### config.mk
export PLATFORM = sky130hd
export DESIGN_NAME = fetch_mode_ctrl
export DESIGN_NICKNAME = d
export VERILOG_FILES = /design/src/rtl/fmc_pkg.sv /design/src/rtl/fmc_rst_sync.sv /design/src/rtl/fmc_event_decode.sv /design/src/rtl/fmc_mode_reg.sv /design/src/rtl/fmc_promo_track.sv /design/src/rtl/fetch_mode_ctrl.sv
export SDC_FILE = /design/constraint.sdc
export NUM_CORES = 1
export LEC_CHECK = 0
export ABC_AREA = 0
export BUFFER_PORTS_ARGS = -buffer_cell sky130_fd_sc_hd__buf_2
export CAP_MARGIN = 20
export CORE_MARGIN = 3
export CORE_UTILIZATION = 40
export DETAILED_ROUTE_END_ITERATION = 7
export PLACE_DENSITY_LB_ADDON = 0.15
export SLEW_MARGIN = 0
export SYNTH_ARGS = -nofsm -noshare
export SYNTH_HDL_FRONTEND = slang
export SYNTH_HIERARCHICAL = 1
export SYNTH_SLANG_ARGS = --single-unit
### constraint.sdc
create_clock -name clk -period 0.8 [get_ports clk]
set_input_delay 0.12 -clock clk [delete_from_list [all_inputs] [get_ports clk]]
set_output_delay 0.12 -clock clk [all_outputs]
set_load 0.02 [all_outputs]
### src/rtl/fmc_pkg.sv
package fmc_pkg;

  typedef enum logic [1:0] {
    FM_L1    = 2'd0,
    FM_L0    = 2'd1,
    FM_PROMO = 2'd2
  } fmode_e;

  typedef struct packed {
    logic hit;
    logic taken;
    logic hot;
    logic prev_hot;
    logic at_thr;
  } lookup_t;

endpackage

### src/rtl/fmc_rst_sync.sv
module fmc_rst_sync #(
  parameter int STAGES = 2
) (
  input  logic clk,
  input  logic rst_n,
  output logic rst_sync_n
);
  logic [STAGES-1:0] chain_q;

  always_ff @(posedge clk or negedge rst_n) begin
    if (!rst_n) chain_q <= '0;
    else        chain_q <= {chain_q[STAGES-2:0], 1'b1};
  end

  assign rst_sync_n = chain_q[STAGES-1];
endmodule

### src/rtl/fmc_event_decode.sv
module fmc_event_decode
  import fmc_pkg::*;
(
  input  lookup_t lk,
  input  logic    l0_miss,
  input  logic    profiling,
  output logic    change,
  output fmode_e  target,
  output logic    promo_trig
);
  logic taken_hit;
  logic any_hot;
  logic at_cand;

  assign taken_hit = lk.hit & lk.taken;
  assign any_hot   = lk.hot | lk.prev_hot;
  assign at_cand   = taken_hit & ~any_hot & lk.at_thr;

  always_comb begin
    change     = 1'b0;
    target     = FM_L1;
    promo_trig = 1'b0;
    if (l0_miss) begin
      change = 1'b1;
      target = FM_L1;
    end else if (taken_hit) begin
      change = 1'b1;
      if (any_hot) begin
        target = FM_L0;
      end else if (at_cand && profiling) begin
        target     = FM_PROMO;
        promo_trig = 1'b1;
      end else begin
        target = FM_L1;
      end
    end
  end
endmodule

### src/rtl/fmc_mode_reg.sv
module fmc_mode_reg
  import fmc_pkg::*;
(
  input  logic   clk,
  input  logic   rst_n,
  input  logic   change,
  input  fmode_e target,
  output fmode_e mode_q,
  output fmode_e mode_d
);
  logic mode_en;

  assign mode_en = change;

  always_comb begin
    mode_d = mode_q;
    if (mode_en) mode_d = target;
  end

  always_ff @(posedge clk or negedge rst_n) begin
    if (!rst_n)       mode_q <= FM_L1;
    else if (mode_en) mode_q <= mode_d;
  end
endmodule

### src/rtl/fmc_promo_track.sv
module fmc_promo_track
  import fmc_pkg::*;
#(
  parameter int IDX_W = 6
) (
  input  logic             clk,
  input  logic             rst_n,
  input  fmode_e           mode_q,
  input  fmode_e           mode_d,
  input  logic             promo_trig,
  input  logic [IDX_W-1:0] lk_idx,
  output logic             done_o,
  output logic [IDX_W-1:0] done_idx_o
);
  logic             leave;
  logic             cur_en;
  logic [IDX_W-1:0] cur_idx_q;
  logic             done_q;
  logic [IDX_W-1:0] done_idx_q;

  assign leave  = (mode_q == FM_PROMO) & ((mode_d != FM_PROMO) | promo_trig);
  assign cur_en = promo_trig;

  always_ff @(posedge clk or negedge rst_n) begin
    if (!rst_n)      cur_idx_q <= '0;
    else if (cur_en) cur_idx_q <= lk_idx;
  end

  always_ff @(posedge clk or negedge rst_n) begin
    if (!rst_n) done_q <= 1'b0;
    else        done_q <= leave;
  end

  always_ff @(posedge clk or negedge rst_n) begin
    if (!rst_n)     done_idx_q <= '0;
    else if (leave) done_idx_q <= cur_idx_q;
  end

  assign done_o     = done_q;
  assign done_idx_o = done_idx_q;
endmodule

### src/rtl/fetch_mode_ctrl.sv
module fetch_mode_ctrl
  import fmc_pkg::*;
#(
  parameter int IDX_W = 6
) (
  input  logic             clk,
  input  logic             rst_n,
  input  logic             lk_hit,
  input  logic             lk_taken,
  input  logic             lk_hot,
  input  logic             lk_prev_hot,
  input  logic             lk_at_thr,
  input  logic [IDX_W-1:0] lk_idx,
  input  logic             l0_miss,
  input  logic             profiling,
  output logic [1:0]       mode_o,
  output logic             l0_sel_o,
  output logic             l0_fill_o,
  output logic             promo_done_o,
  output logic [IDX_W-1:0] promo_idx_o
);
  logic    rst_sync_n;
  lookup_t lk;
  logic    change;
  fmode_e  target;
  logic    promo_trig;
  fmode_e  mode_q;
  fmode_e  mode_d;

  assign lk = '{hit: lk_hit, taken: lk_taken, hot: lk_hot,
                prev_hot: lk_prev_hot, at_thr: lk_at_thr};

  fmc_rst_sync #(.STAGES(2)) u_rst (
    .clk        (clk),
    .rst_n      (rst_n),
    .rst_sync_n (rst_sync_n)
  );

  fmc_event_decode u_dec (
    .lk         (lk),
    .l0_miss    (l0_miss),
    .profiling  (profiling),
    .change     (change),
    .target     (target),
    .promo_trig (promo_trig)
  );

  fmc_mode_reg u_mode (
    .clk    (clk),
    .rst_n  (rst_sync_n),
    .change (change),
    .target (target),
    .mode_q (mode_q),
    .mode_d (mode_d)
  );

  fmc_promo_track #(.IDX_W(IDX_W)) u_promo (
    .clk        (clk),
    .rst_n      (rst_sync_n),
    .mode_q     (mode_q),
    .mode_d     (mode_d),
    .promo_trig (promo_trig),
    .lk_idx     (lk_idx),
    .done_o     (promo_done_o),
    .done_idx_o (promo_idx_o)
  );

  assign mode_o    = mode_q;
  assign l0_sel_o  = (mode_q == FM_L0);
  assign l0_fill_o = (mode_q == FM_PROMO);
endmodule

# Yosys cells after proc, flatten, opt, wreduce, memory -nomap -nowiden
# Index checks and enable logic that the tools add are counted.
dict set report totals {
  reg_bits 17
  ram_bits 0
  elab_cells 27
  mem_count 0
  mem_bits_ro 0
  latchBits 0
  in_bits 15
  out_inout_bits 11
}
dict set report classes {
  n_eq_ne 3
  reduce_logical 1
  bitwise 7
  n_shift 0
  n_mux 11
  mul 0
  n_div 0
  magnitude_cmp 0
  add_sub_neg 0
}
# op n
set ops {}
lappend ops {{2-to-1 mux 2 bit} 5}
lappend ops {{2-to-1 mux 1 bit} 6}
lappend ops {{AND 1 bit} 4}
lappend ops {{equality test 2 x 1 -> 1 bit, second input constant} 1}
lappend ops {{equality test 2 bit, second input constant} 1}
lappend ops {{inequality test 2 bit, second input constant} 1}
lappend ops {{bitwise OR 1 bit} 2}
lappend ops {{logical AND 1 bit} 1}
lappend ops {{NOT 1 bit} 1}

# Depth between registers and ports, before layout
dict set report logic_depth {
  depth_word 13
  mapped_depth 6
  depth_no_buf 6
}

# Hierarchy
# The synthesis kept the hierarchy.
# module n_inst seq_area_each_um2 cells_per_inst area_each_um2
set modules_own_cells {}
lappend modules_own_cells {fmc_promo_track 1 325.3 29 501.7}
lappend modules_own_cells {fmc_mode_reg 1 50.0 6 95.1}
lappend modules_own_cells {fmc_rst_sync 1 50.0 3 53.8}
lappend modules_own_cells {fmc_event_decode 1 0.0 7 47.5}
lappend modules_own_cells {fetch_mode_ctrl 1 0.0 2 15.0}

# Least setup slack after synthesis
# Ideal clock, no wire load.
dict set report synth_timing {
  kind {flip-flop to flip-flop}
  startpoint {register u_mode.mode_q[1]}
  endpoint {register u_promo.done_idx_q[0] (netlist: u_promo/done_idx_o[0])}
  path_stages_with_launch 4
  arrival_time_ns 1.329
  required_time_ns 0.675
  path_buffers 0
  path_slack_ns -0.654
  period_less_slack_ns 1.454
  setup_time_ns 0.125
  cell_sequence {dfrtp_1 mux2_2 a21oi_4 mux2_2}
}
dict set report synth_via {
  elab_chain_len 4
  word_cells_on_any_way 5
  classes_between {eq/ne: 2; mux: 1; bitwise: 2}
}
# item line
set synth_rtl {}
lappend synth_rtl {{from (decl)} fmc_mode_reg.sv:8} ;# output fmode_e mode_q,
lappend synth_rtl {{from (signal assigned)} fmc_mode_reg.sv:22} ;# else if (mode_en) mode_q <= mode_d;
lappend synth_rtl {{2-to-1 mux 2 bit} fmc_mode_reg.sv:17} ;# if (mode_en) mode_d = target;
lappend synth_rtl {{named net mode_d[1]} fetch_mode_ctrl.sv:28} ;# fmode_e mode_d;
lappend synth_rtl {{inequality test 2 bit} fmc_promo_track.sv:21} ;# assign leave = (mode_q == FM_PROMO) & ((mode_d != FM_PROMO) | promo_trig);
lappend synth_rtl {{bitwise OR 1 bit} fmc_promo_track.sv:21}
lappend synth_rtl {{AND 1 bit} fmc_promo_track.sv:21}
lappend synth_rtl {{named net u_promo.leave} fmc_promo_track.sv:15} ;# logic leave;
lappend synth_rtl {{to (signal assigned)} fmc_promo_track.sv:36} ;# else if (leave) done_idx_q <= cur_idx_q;
lappend synth_rtl {{to (decl)} fmc_promo_track.sv:19} ;# logic [IDX_W-1:0] done_idx_q;
# The timed path passes the listed nets, and every way through them passes these cells.
# A chain may end at the register's enable or synchronous reset.

# Final worst setup path
dict set report layout_timing {
  startpoint {register u_mode.mode_q[0]}
  endpoint {register u_promo.done_idx_q[2] (netlist: u_promo/done_idx_o[2])}
}
# The elaborated chain is that of the path after synthesis.

==> out/metrics.cfg <==
[grt]
grt_overflow_total=0
grt_pass1_wl_um=2330
grt.total_usage=0.149
grt_max_degree=16
antenna_found_initial=0
use_met2=0.268
grt_pass1_vias=550
use_met1=0.165
met3_usage=0.0443
grt_busiest_layer=met2

[power]
leakage_nw=0.643
p_per_area_mw_per_mm2=1410
ir_worst_vdd_mv=1.52

[sta]
finalHoldViolations=0
setup_violations=26
skew_ps=7.48
whs_ps=49.1
fin_crit_ps=1420
period_share=1.77
slew_violations=0
fin_tns_setup_ps=-8950
max_freq_mhz=706
layout_setup_ws_ps=-616
rsz0062_at_grt=yes

[placement]
hpwl_um=992
placed_area_um2=950
place_congestion=0.756
numPortBuffers=25

[run_status]
violations=negative setup slack
status=finished, violations left

[setup_path]
crit_type=register to register
setup.worst_path.end_class=register
cp_max_fo=4
critPathLaunchType=register
required_ps=990
worstPathArrival_ps=1600
ff2ff_setup_slack_ps=-620

[cells_and_area]
stdcell_area_mm2=0.00125
drive_gt1_frac=0.763
antenna_cells=0
area_growth_pct=75.3
final_util=0.784
fin_nets=113

[routing]
dr.pass1.iters=5
routed_wl_um=1640
dr.first_iter.drc_count=1
wl_per_cell_um=13.6
viasPerCell=4.51
num_vias=546
postRouteAntennaNets=0
drc=0

[synthesis]
synthCells=47
synth_seq_cells=17
synth_area_per_cell_um2=15.2
yosysSeqAreaShare=0.596
synth_area_um2=713
ys_types=14
syn_nets=62
yosys_warnings=6

[cts]
clock-root-buffer=clkbuf_4
cts.sinks=17
htreeDepth=1
cts_tree=done
clkTransAtPathRegs_ps=100
clockBufferDepth=2
clk_latency_ps=290
cts_buffers=3

[floorplan]
die_h_um=48.2
rows=14
core_area_mm2=0.00159
initial_core_util=0.447
die_area_mm2=0.00233
ioPinCount=26
die_x_um=48.2

[worst_hold_path]
worstHoldPathType=input port to register

[run]
drv_cap=0

-- where the power goes --
| part | internal, mW | switching (mW) | total [mW] |
|---|---|---|---|
| Sequential | 0.923 | 0.0421 | 0.965 |
| Combinational | 0.216 | 0.118 | 0.334 |
| Clock | 0.186 | 0.275 | 0.461 |
-- worst max-delay path: stages, from the launching register on --
cell and delay, ps:
dfrtp_2 430, mux2_4 290, nor2_4 100, a21oi_4 80, buf_12 130, mux2_4 290
-- sequential cells by signal, indices dropped and copies added, names as in the netlist --
register and flops:
u_promo/done_o 1, u_mode/mode_q 2, u_rst/chain_q 2, u_promo/done_idx_o 6, u_promo/cur_idx_q 6
-- logic make-up after synthesis --
kind of cell,Yosys count,share of synthesized area
simple gates,10,0.102
flops,17,0.596
other cells,1,0.00526
compound gates,1,0.0228
mux,16,0.253
buf+inv,2,0.0210
-- per-stage QoR --
step | setup slack, ps | std cells | power (mW)
after global routing | -636 | 121 | 1.83
final | -616 | 121 | 1.76
after global placement | -741 | 103 | 1.20
after floorplan | -617 | 47 | 1.11
after detailed placement | -785 | 103 | 1.21
after CTS | -610 | 116 | 1.75
-- layout make-up --
type / count / area (µm²)
tap: 24 / 30.0
clock buffer: 3 / 22.5
sequential: 17 / 428
fill: 97 / 344
timing repair buffer: 48 / 417
multi-input combinational: 28 / 348
clock inverter: 1 / 5.00
-- cells in the final DEF (no fill, tap or decap), types with 2 or more instances in the layout --
cell,netlist,final
mux2_4,0,14
dfrtp_2,0,2
clkbuf_4,0,3
buf_2,0,12
dfrtp_1,17,15
buf_6,0,19
mux2_2,16,2
buf_4,2,15
nand2b_1,2,2
-- synthesized netlist by cell type --
master,count,share of area
a21oi_4,1,0.023
and2b_2,1,0.012
buf_4,2,0.021
conb_1,1,0.0053
dfrtp_1,17,0.60
mux2_2,16,0.25
nand2_1,1,0.0053
nand2b_1,2,0.018
nand4bb_1,1,0.016
nor2_1,1,0.0053
nor2_4,1,0.016
nor2b_1,1,0.0088
nor3_1,1,0.0070
nor3_2,1,0.014
-- timing repair --
item,4_1_cts,5_1_grt
buffers inserted,9,5
resized for setup,34,5
pin swaps,1,2
hold buffers,1,0
endpoints found under the hold margin,2,0
endpoints found under the setup margin,26,26
-- per-layer routing --
layer	routed length, µm	up-vias
met5	0	-
met4	8	0
met3	99	2
met2	890	19
met1	641	267
li1	-	258
-- final timing paths --
check	cells past startpoint	end	start
hold reg to reg	1	u_promo/done_idx_o[3]	u_rst/chain_q[1]
setup reg to reg	5	u_promo/done_idx_o[2]	u_mode/mode_q[0]
hold / removal	2	u_promo/cur_idx_q[2]	lk_idx[2]
min in group asynchronous	2	u_rst/chain_q[1]	rst_n
max in group asynchronous	1	u_mode/mode_q[1]	u_rst/chain_q[1]
setup / recovery	5	u_promo/done_idx_o[2]	u_mode/mode_q[0]
(Power assumes the default switching activity.)
